### src/rtl/bip_pkg.sv
package bip_pkg;

    // Outcome of classifying one edge interval
    typedef enum logic [1:0] {
        DEC_NONE  = 2'd0,
        DEC_ZERO  = 2'd1,
        DEC_ONE   = 2'd2,
        DEC_ABORT = 2'd3
    } bip_dec_e;

    // History state: whether one earlier interval is held
    typedef enum logic {
        ST_EMPTY = 1'b0,
        ST_HELD  = 1'b1
    } bip_state_e;

endpackage

### src/rtl/bip_sync_edge.sv
module bip_sync_edge #(
    parameter int STAGES = 2
) (
    input  logic clk,
    input  logic rst,
    input  logic line_in,
    output logic level,
    output logic edge_hit
);
    logic [STAGES-1:0] chain_q;
    logic              last_q;

    generate
        for (genvar g = 0; g < STAGES; g++) begin : g_stage
            if (g == 0) begin : g_first
                always_ff @(posedge clk) begin
                    if (rst) chain_q[0] <= 1'b0;
                    else     chain_q[0] <= line_in;
                end
            end else begin : g_next
                always_ff @(posedge clk) begin
                    if (rst) chain_q[g] <= 1'b0;
                    else     chain_q[g] <= chain_q[g-1];
                end
            end
        end
    endgenerate

    always_ff @(posedge clk) begin
        if (rst) last_q <= 1'b0;
        else     last_q <= chain_q[STAGES-1];
    end

    assign level    = chain_q[STAGES-1];
    assign edge_hit = chain_q[STAGES-1] ^ last_q;

    // an edge is always followed by the new level being remembered
    a_r2_edge_tracks: assert property (@(posedge clk) disable iff (rst)
        edge_hit |=> (last_q == $past(level)));

endmodule

### src/rtl/bip_interval_ctr.sv
module bip_interval_ctr #(
    parameter int CW = 16
) (
    input  logic          clk,
    input  logic          rst,
    input  logic          edge_hit,
    output logic [CW-1:0] interval
);
    localparam logic [CW-1:0] CNT_MAX = '1;

    logic [CW-1:0] cnt_q;

    always_ff @(posedge clk) begin
        if (rst)                 cnt_q <= '0;
        else if (edge_hit)       cnt_q <= CW'(1);
        else if (cnt_q != CNT_MAX) cnt_q <= cnt_q + CW'(1);
    end

    // Cycles since the previous edge, counting the edge cycle itself
    assign interval = cnt_q;

    // restart at one after every edge
    a_r2_restart: assert property (@(posedge clk) disable iff (rst)
        edge_hit |=> (cnt_q == CW'(1)));

    // saturation, never wrap
    a_r2_saturate: assert property (@(posedge clk) disable iff (rst)
        (cnt_q == CNT_MAX && !edge_hit) |=> (cnt_q == CNT_MAX));

endmodule

### src/rtl/bip_classify.sv
module bip_classify
    import bip_pkg::*;
#(
    parameter int CW     = 16,
    parameter int LO_CYC = 18750,
    parameter int HI_CYC = 31250
) (
    input  logic [CW-1:0] interval,
    input  logic [CW-1:0] prev,
    input  logic          prev_valid,
    input  logic          line_low,
    output bip_dec_e      decision
);
    localparam logic [CW:0] LO_W = (CW+1)'(LO_CYC);
    localparam logic [CW:0] HI_W = (CW+1)'(HI_CYC);

    logic [CW:0] ivl_w, prev_w, sum_w, dbl_w;
    logic        pair_ok, single_ok, late_ok, long_gap;

    function automatic logic in_win(input logic [CW:0] x);
        return (x > LO_W) && (x < HI_W);
    endfunction

    always_comb begin
        ivl_w     = {1'b0, interval};
        prev_w    = {1'b0, prev};
        sum_w     = prev_w + ivl_w;
        dbl_w     = {interval, 1'b0};
        pair_ok   = prev_valid && in_win(sum_w);
        single_ok = in_win(ivl_w);
        late_ok   = prev_valid && line_low && in_win(dbl_w) && (prev_w > HI_W);
        long_gap  = ivl_w > HI_W;

        if (pair_ok)        decision = DEC_ONE;
        else if (single_ok) decision = DEC_ZERO;
        else if (late_ok)   decision = DEC_ONE;
        else if (long_gap)  decision = DEC_ABORT;
        else                decision = DEC_NONE;
    end

endmodule

### src/rtl/biphase_interval_decoder.sv
module biphase_interval_decoder
    import bip_pkg::*;
#(
    parameter int CLK_HZ      = 50_000_000,
    parameter int BIT_HZ      = 2000,
    parameter int SYNC_STAGES = 2
) (
    input  logic clk,
    input  logic rst,
    input  logic line_in,
    output logic bit_valid,
    output logic bit_value,
    output logic abort_pulse
);
    localparam int PERIOD = CLK_HZ / BIT_HZ;
    localparam int LO_CYC = (PERIOD * 3) / 4;
    localparam int HI_CYC = (PERIOD * 5) / 4;
    localparam int CW     = $clog2(HI_CYC + 1) + 1;
    localparam logic [CW:0] LO_W = (CW+1)'(LO_CYC);
    localparam logic [CW:0] HI_W = (CW+1)'(HI_CYC);

    logic          level, edge_hit;
    logic [CW-1:0] interval;
    logic [CW-1:0] hist_q, hist_d;
    bip_state_e    state_q, state_d;
    bip_dec_e      decision;
    logic          emits_bit;

    bip_sync_edge #(.STAGES(SYNC_STAGES)) u_sync (
        .clk      (clk),
        .rst      (rst),
        .line_in  (line_in),
        .level    (level),
        .edge_hit (edge_hit)
    );

    bip_interval_ctr #(.CW(CW)) u_ctr (
        .clk      (clk),
        .rst      (rst),
        .edge_hit (edge_hit),
        .interval (interval)
    );

    bip_classify #(.CW(CW), .LO_CYC(LO_CYC), .HI_CYC(HI_CYC)) u_cls (
        .interval   (interval),
        .prev       (hist_q),
        .prev_valid (state_q == ST_HELD),
        .line_low   (!level),
        .decision   (decision)
    );

    assign emits_bit = (decision == DEC_ONE) || (decision == DEC_ZERO);

    // Next state: stash / replace / consume
    always_comb begin
        state_d = state_q;
        hist_d  = hist_q;
        unique case (state_q)
            ST_EMPTY: begin
                if (edge_hit && !emits_bit) begin
                    state_d = ST_HELD;      // stash
                    hist_d  = interval;
                end
            end
            ST_HELD: begin
                if (edge_hit) begin
                    if (emits_bit) begin
                        state_d = ST_EMPTY; // consume
                        hist_d  = '0;
                    end else begin
                        hist_d  = interval; // replace
                    end
                end
            end
            default: state_d = ST_EMPTY;
        endcase
    end

    // State register
    always_ff @(posedge clk) begin
        if (rst) begin
            state_q <= ST_EMPTY;
            hist_q  <= '0;
        end else begin
            state_q <= state_d;
            hist_q  <= hist_d;
        end
    end

    // Output register
    always_ff @(posedge clk) begin
        if (rst) begin
            bit_valid   <= 1'b0;
            bit_value   <= 1'b0;
            abort_pulse <= 1'b0;
        end else begin
            bit_valid   <= edge_hit && emits_bit;
            abort_pulse <= edge_hit && (decision == DEC_ABORT);
            if (edge_hit && emits_bit) bit_value <= (decision == DEC_ONE);
        end
    end

    // strobes never coincide
    a_r9_exclusive: assert property (@(posedge clk) disable iff (rst)
        !(bit_valid && abort_pulse));

    // every strobe is caused by an edge one cycle earlier
    a_r9_after_edge: assert property (@(posedge clk) disable iff (rst)
        (bit_valid || abort_pulse) |-> $past(edge_hit));

    // abort only after an over-long interval
    a_r7_abort_long: assert property (@(posedge clk) disable iff (rst)
        abort_pulse |-> ({1'b0, $past(interval)} > HI_W));

    // a zero only after an in-window interval
    a_r5_zero_window: assert property (@(posedge clk) disable iff (rst)
        (bit_valid && !bit_value) |->
            (({1'b0, $past(interval)} > LO_W) && ({1'b0, $past(interval)} < HI_W)));

    // history is empty whenever a bit is reported
    a_r8_hist_clear: assert property (@(posedge clk) disable iff (rst)
        bit_valid |-> (state_q == ST_EMPTY));

endmodule

### config.mk
export PLATFORM = sky130hd
export DESIGN_NAME = biphase_interval_decoder
export DESIGN_NICKNAME = d
export VERILOG_FILES = /design/src/rtl/bip_pkg.sv /design/src/rtl/bip_sync_edge.sv /design/src/rtl/bip_interval_ctr.sv /design/src/rtl/bip_classify.sv /design/src/rtl/biphase_interval_decoder.sv
export SDC_FILE = /design/constraint.sdc
export NUM_CORES = 1
export LEC_CHECK = 0
export BUFFER_PORTS_ARGS = -buffer_cell sky130_fd_sc_hd__buf_2
export CAP_MARGIN = 20
export CORE_UTILIZATION = 51
export CTS_CLUSTER_DIAMETER = 120
export DETAILED_ROUTE_END_ITERATION = 6
export HOLD_SLACK_MARGIN = 0.15
export PLACE_DENSITY = 0.79
export SETUP_SLACK_MARGIN = 0.3
export SLEW_MARGIN = 20
export SYNTH_ARGS = -nofsm -noshare
export SYNTH_HDL_FRONTEND = slang
export SYNTH_HIERARCHICAL = 1
export SYNTH_SLANG_ARGS = --single-unit
### constraint.sdc
create_clock -name clk -period 4.32 [get_ports clk]
set_clock_uncertainty 0.1 [all_clocks]
set_input_delay 0.216 -clock clk [delete_from_list [all_inputs] [get_ports clk]]
set_output_delay 0.216 -clock clk [all_outputs]
set_load 0.01 [all_outputs]
==> Word-level counts from Yosys, hierarchy flattened <==
Cells that the tools add are included.
{ "totals": {"in_bits": 3, "reg_bits": 39, "elab_cells": 58, "output_inout_bits": 3} }
{ "classes": {"magnitude_cmp": 8, "bitwise_logic": 2, "eq_ne": 6, "n_addsub": 2, "reduce_logical": 16, "mux": 14} }
{ "ops": {"columns": ["op", "n"], "rows": [
  ["$gt 16x15->1 const B", 3],
  ["$mux 16", 3],
  ["$gt 17x15->1 const B", 2],
  ["$lt 17x15->1 const B", 2],
  ["$pmux 16 s2", 1],
  ["$add 16x16->17", 1],
  ["$add 16x1->16 const B", 1],
  ["$lt 16x15->1 const B", 1],
  ["$ne 16x16->1 const B", 1],
  ["$logic_and 1x1->1", 10],
  ["$mux 2", 4],
  ["$mux 1", 5],
  ["$eq 2x2->1 const B", 2],
  ["$ne 2x2->1 const B", 2],
  ["$eq 2x1->1 const B", 1],
  ["$logic_not 1->1", 2],
  ["$pmux 1 s2", 1],
  ["$reduce_and 2->1", 1],
  ["$reduce_bool 2->1", 1],
  ["$reduce_or 2->1", 1],
  ["$logic_or 1x1->1", 1],
  ["$not 1->1", 1],
  ["$xor 1x1->1", 1]
]} }

==> Longest topological paths before layout <==
{ "depth": {"word_depth": 13, "ltp_mapped": 18, "ltp_nobuf": 16} }

==> Hierarchy <==
The synthesis kept the hierarchy.
{ "by_module_without_submodules": {"columns": ["module", "area_per_inst_um2", "n_inst", "cells_each", "seq_area_each_um2"], "rows": [
  ["bip_classify", 1131.1, 1, 160, 0.0],
  ["biphase_interval_decoder", 790.8, 1, 71, 400.4],
  ["bip_interval_ctr", 788.3, 1, 90, 320.3],
  ["bip_sync_edge", 87.6, 1, 7, 60.1]
]} }

==> Least setup slack after synthesis <==
OpenSTA, ideal clock, no wires.
{ "synth_path": {"kind": "reg-to-reg", "start": "register u_ctr.cnt_q[0] (netlist: u_ctr/interval[0])", "end": "register hist_q[7]", "required_ps": 4086, "setup_ps": 134, "arrival_ps": 3487, "setup_slack_ps": 599, "synth_period_minus_slack_ps": 3721, "n_path_buf": 2, "stages_incl_launch_ff": 19, "path_cell_list": "dfxtp_1 > ha_1 > inv_1 > fa_1 > nand2b_1 > a21oi_1 > o22ai_2 > o21ai_2 > o31a_1 > mux2_4 > o211a_1 > a31oi_1 > inv_1 > ha_1 > and2_1 > buf_6 > buf_8 > a22oi_2 > nor2_2"} }
{ "synth_via": {"elab_chain_len": 13, "word_cells_on_any_way": 28, "cone_classes": "add/sub (1); order compare (7); eq/ne (3); mux (7); reduce/logical (10)"} }
{ "synth_rtl": {"columns": ["element", "line_no", "text"], "rows": [
  ["start, declared", "bip_interval_ctr.sv:11", "logic [CW-1:0] cnt_q;"],
  ["start signal, assigned", "bip_interval_ctr.sv:16", "else if (cnt_q != CNT_MAX) cnt_q <= cnt_q + CW'(1);"],
  ["branches (longest 6 deep; another with $add 16x16->17)", null, null],
  ["$mux 2 (*)", "bip_classify.sv:34", "if (pair_ok) decision = DEC_ONE;"],
  ["via decision[0]", "biphase_interval_decoder.sv:26", "bip_dec_e decision;"],
  ["$eq 2x2->1 or $eq 2x1->1 (tied branches)", "biphase_interval_decoder.sv:52", "assign emits_bit = (decision == DEC_ONE) || (decision == DEC_ZERO);"],
  ["$logic_or 1x1->1 (*)", "biphase_interval_decoder.sv:52", null],
  ["$logic_not 1->1", "biphase_interval_decoder.sv:60", "if (edge_hit && !emits_bit) begin"],
  ["$logic_and 1x1->1", "biphase_interval_decoder.sv:60", null],
  ["$ne 2x2->1 (no source line)", null, null],
  ["$reduce_and 2->1 (no source line)", null, null],
  ["end signal, assigned", "biphase_interval_decoder.sv:86", "hist_q <= hist_d;"],
  ["end, declared", "biphase_interval_decoder.sv:24", "logic [CW-1:0] hist_q, hist_d;"]
]} }
Mark *: on every way through the listed nets, which the timed path passes. The select of a mux whose other input is x is not followed.
A chain may end at the register's enable or synchronous reset.

==> Worst setup path in the final report <==
{ "layout_path": {"start": "register hist_q[0]", "end": "register hist_q[12]"} }
{ "layout_via": {"elab_chain_len": 11, "word_cells_on_any_way": 20, "cone_classes": "add/sub (1); order compare (3); eq/ne (3); mux (6); reduce/logical (7)"} }
{ "layout_rtl": {"columns": ["element", "line_no", "text"], "rows": [
  ["$add 16x16->17 or $gt 16x15->1 (tied branches)", "bip_classify.sv:27, bip_classify.sv:31", null],
  ["$gt 17x15->1 (tied with other cells)", "bip_classify.sv:21", "return (x > LO_W) && (x < HI_W);"],
  ["$logic_and 1x1->1 or $mux 2 (tied branches)", "bip_classify.sv:21, bip_classify.sv:36", null],
  ["$logic_and 1x1->1 or $mux 2 (tied branches)", "bip_classify.sv:29, bip_classify.sv:35", null],
  ["$mux 2 (*)", "bip_classify.sv:34", null],
  ["via decision[0]", "biphase_interval_decoder.sv:26", null],
  ["$eq 2x2->1 or $eq 2x1->1 (tied branches)", "biphase_interval_decoder.sv:52", null],
  ["$logic_or 1x1->1 (*)", "biphase_interval_decoder.sv:52", null],
  ["$logic_not 1->1", "biphase_interval_decoder.sv:60", null],
  ["$logic_and 1x1->1", "biphase_interval_decoder.sv:60", null],
  ["$ne 2x2->1 (no source line)", null, null],
  ["$reduce_and 2->1 (no source line)", null, null]
]} }
The timed path passes the listed nets; every way through them passes the cells marked *. The select of a mux whose other input is x is not followed.

==> impl_summary.log <==
INFO  metric die-area = 5790 µm²
INFO  metric post_layout_nonfiller_instances = 421
INFO  metric drv_slew = 0
INFO  metric criticalPathCategory = reg -> reg
INFO  metric cts.path.max_buffers = 2
INFO  metric drc = 0
INFO  metric fill_cells = 478
INFO  metric total_congestion_overflow_after_global_routing = 0
INFO  metric post-dp-hpwl = 5.01 mm
INFO  metric pwr_density = 215 nW/µm²
INFO  metric clock_latency = 0.29 ns
INFO  metric cts-buffers-inserted = 5
INFO  metric drt.antenna.violating_nets = 0
INFO  metric postSynth.asyncResetShare = 0%
INFO  metric antenna_violations_before_repair = 0
INFO  metric most-common-layout-cells = dfxtp_1, nor2_1, a21oi_1, o21ai_0, ha_1
INFO  metric synthToLayoutAreaGrowth = 11.0%
INFO  metric per_instance_average_area_after_synthesis = 8.53 µm²
INFO  metric first_iter_violations = 175
INFO  metric timing.final.hold_violations = 0
INFO  metric post_route_cells_drive_above_1_share = 19.4%
INFO  metric vias = 2,746
INFO  metric met3_length = 393 µm
INFO  metric placement_rows = 26
INFO  metric final_net_count = 373
INFO  metric hp-class = in -> reg
INFO  metric gp_congestion = 0.895
INFO  metric maximum_capacitance_violations = 0
INFO  metric run_status = complete, no violations
INFO  metric synth_cell_types = 65
INFO  metric tritoncts = yes
INFO  metric final_routed_wire_length_divided_by_cell_count = 16.5 µm
INFO  metric yosys_warning_count = 6
INFO  metric synth_area = 2800 µm²
INFO  metric top_signal_layer_used = met4
INFO  metric timing_worst_slew_pin_value = 0.840 ns
INFO  metric final-setup-viol-count = 0
INFO  metric detail_route.vias_per_cell = 6.52
INFO  metric initial_core_util = 53.7%
INFO  metric core_area = 5200 µm²
INFO  metric tns = 0 ns
INFO  metric final_common_cell = dfxtp_1
INFO  metric global_route_wire_length_before_repair = 11.6 mm
INFO  metric grt_max_degree = 27
INFO  metric post-route-period-util = 88.8%
INFO  metric ffs_latches_synth = 39
INFO  metric synth_flop_cell = dfxtp_1
INFO  metric achievable_frequency = 261 MHz
INFO  metric boundaryPins = 6
INFO  metric drt_pass1_iterations = 5
INFO  metric synth_enable_flop_cells = 0
INFO  metric rsz0062_at_grt = false
INFO  metric timing.critical_path.arrival = 3.89 ns
INFO  metric gr-usage-all-layers = 24.3%
INFO  metric number_of_global_route_vias_before_repair = 2,457
INFO  metric ys_seq_area_share = 27.9%
INFO  metric met2RoutedLength = 3.03 mm
INFO  metric antenna_cells = 0
INFO  metric cp.required = 4.38 ns
INFO  metric port_buffers = 5
INFO  metric dpl_cell_area = 2950 µm²
INFO  metric synthesis.instances = 328
INFO  metric finalCriticalPeriod = 3.84 ns
INFO  metric floorplan.die.height = 76.1 µm
INFO  metric report.power.total = 0.669 mW
INFO  metric chipWidth = 76.1 µm
INFO  metric synth_nets = 351
INFO  metric place_inst = 408
INFO  metric timing.critical_path.to_type = flop
INFO  metric finish.instance_area = 3100 µm²
INFO  metric total_length_of_routed_wires = 6.97 mm
INFO  metric finalHoldWorstSlack = 0.310 ns
INFO  metric slew-limit-headroom = 43.5%
INFO  metric cts.reportedPaths.clkPinSlew = 0.08 ns
INFO  metric worstPathMaxFanout = 7
INFO  metric drt-met1-wl = 3.39 mm
INFO  metric cts.sink_count = 39
INFO  metric root_buffer = clkbuf_8
INFO  metric leakagePower = 1.20 nW
INFO  metric ctsHtreeMaxLevel = 2
INFO  metric vdd.ir_drop.worst = 0.154 mV
INFO  metric start_kind = flop
==> kinds of logic after synthesis <==
family                   after synthesis  synth area share, %
AND/OR/NAND/NOR                      126                 26.1
AO/OA/AOI/OAI                        112                 29.1
flip-flops                            39                 27.9
adder cells (fa/ha/maj)               20                 9.21
buffers and inverters                 18                 3.40
XOR/XNOR                              11                 3.44
multiplexers                           2                0.894
==> power breakdown <==
part / switching, mW / total [mW] / leakage (nW) / internal, mW
combinational: 0.0364 / 0.0567 / 0.841 / 0.0203
clock: 0.130 / 0.243 / 0.0412 / 0.113
sequential: 0.00510 / 0.369 / 0.315 / 0.364
total: 0.172 / 0.669 / 1.20 / 0.497
==> metrics by stage <==
stage,setup WS (ns),util (%)
2_1_floorplan,0.599,-
3_5_place_dp,0.121,56.8
5_1_grt,0.297,59.6
3_3_place_gp,0.212,56.8
4_1_cts,0.342,58.8
6_report,0.482,59.6
==> final cells by class <==
class | count | area, µm² | area share, %
Clock buffer | 6 | 72.6 | 2.34
Multi-Input combinational cell | 271 | 1930 | 62.3
Tap cell | 70 | 87.6 | 2.82
Timing Repair Buffer | 24 | 183 | 5.88
Inverter | 9 | 33.8 | 1.09
Clock inverter | 2 | 12.5 | 0.403
Sequential cell | 39 | 781 | 25.2
==> critical path, stage by stage (launching register included) <==
cell      delay [ns]
dfxtp_1         0.39
ha_1            0.19
inv_1           0.06
fa_1            0.41
nand2b_1        0.18
a21oi_1         0.22
o22ai_2         0.13
o21ai_2         0.19
o31a_1          0.18
mux2_4          0.30
o211a_1         0.13
a31oi_1         0.22
inv_1           0.07
ha_2            0.38
o21ai_4         0.11
buf_4           0.21
a22oi_1         0.18
nor2_1          0.06
==> worst paths after layout <==
| kind | start | to | slack (ns) | depth (start not counted) |
|---|---|---|---|---|
| max | hist_q[0] | hist_q[12] | 0.48 | 17 |
| min | rst | hist_q[15] | 0.31 | 2 |
| max reg2reg | hist_q[0] | hist_q[12] | 0.48 | 17 |
| min reg2reg | u_sync/chain_q[0] | u_sync/level | 0.37 | 1 |
==> sequential cells by signal (all words and copies together) (netlist names), named ones only <==
register and flops:
bit_value 1, u_sync/last_q 1, u_sync/chain_q 1, abort_pulse 1, u_sync/level 1, u_ctr/interval 16, hist_q 16, bit_valid 1
==> repair_timing <==
item,CTS,global route
buffers inserted,0,4
setup endpoints to repair,17,17
hold endpoints to repair,1,0
pin swaps,0,1
hold buffers,1,0
resized for setup,2,2
==> cell usage after synthesis (6+ instances only) <==
cell type	n	share of area (%)
a21oi_1	22	3.9
a22oi_1	6	1.6
a22oi_2	10	4.5
a31oi_1	11	2.5
dfxtp_1	39	28
ha_1	19	8.5
inv_1	9	1.2
nand2_1	14	1.9
nand2b_1	6	1.3
nand3_1	13	2.3
nand4_1	9	2.0
nor2_1	23	3.1
nor2_2	11	2.5
nor3_1	9	1.6
o21ai_0	18	3.2
or3_1	6	1.3
xnor2_1	6	1.9
==> per-layer routing <==
layer  track usage, %  vias to the layer above
li1                 -                     1313
met1             36.7                     1309
met2             35.2                      107
met3             2.99                       17
met4             8.27                        0
met5                0                        -
Power figures use the tool's default switching activity.
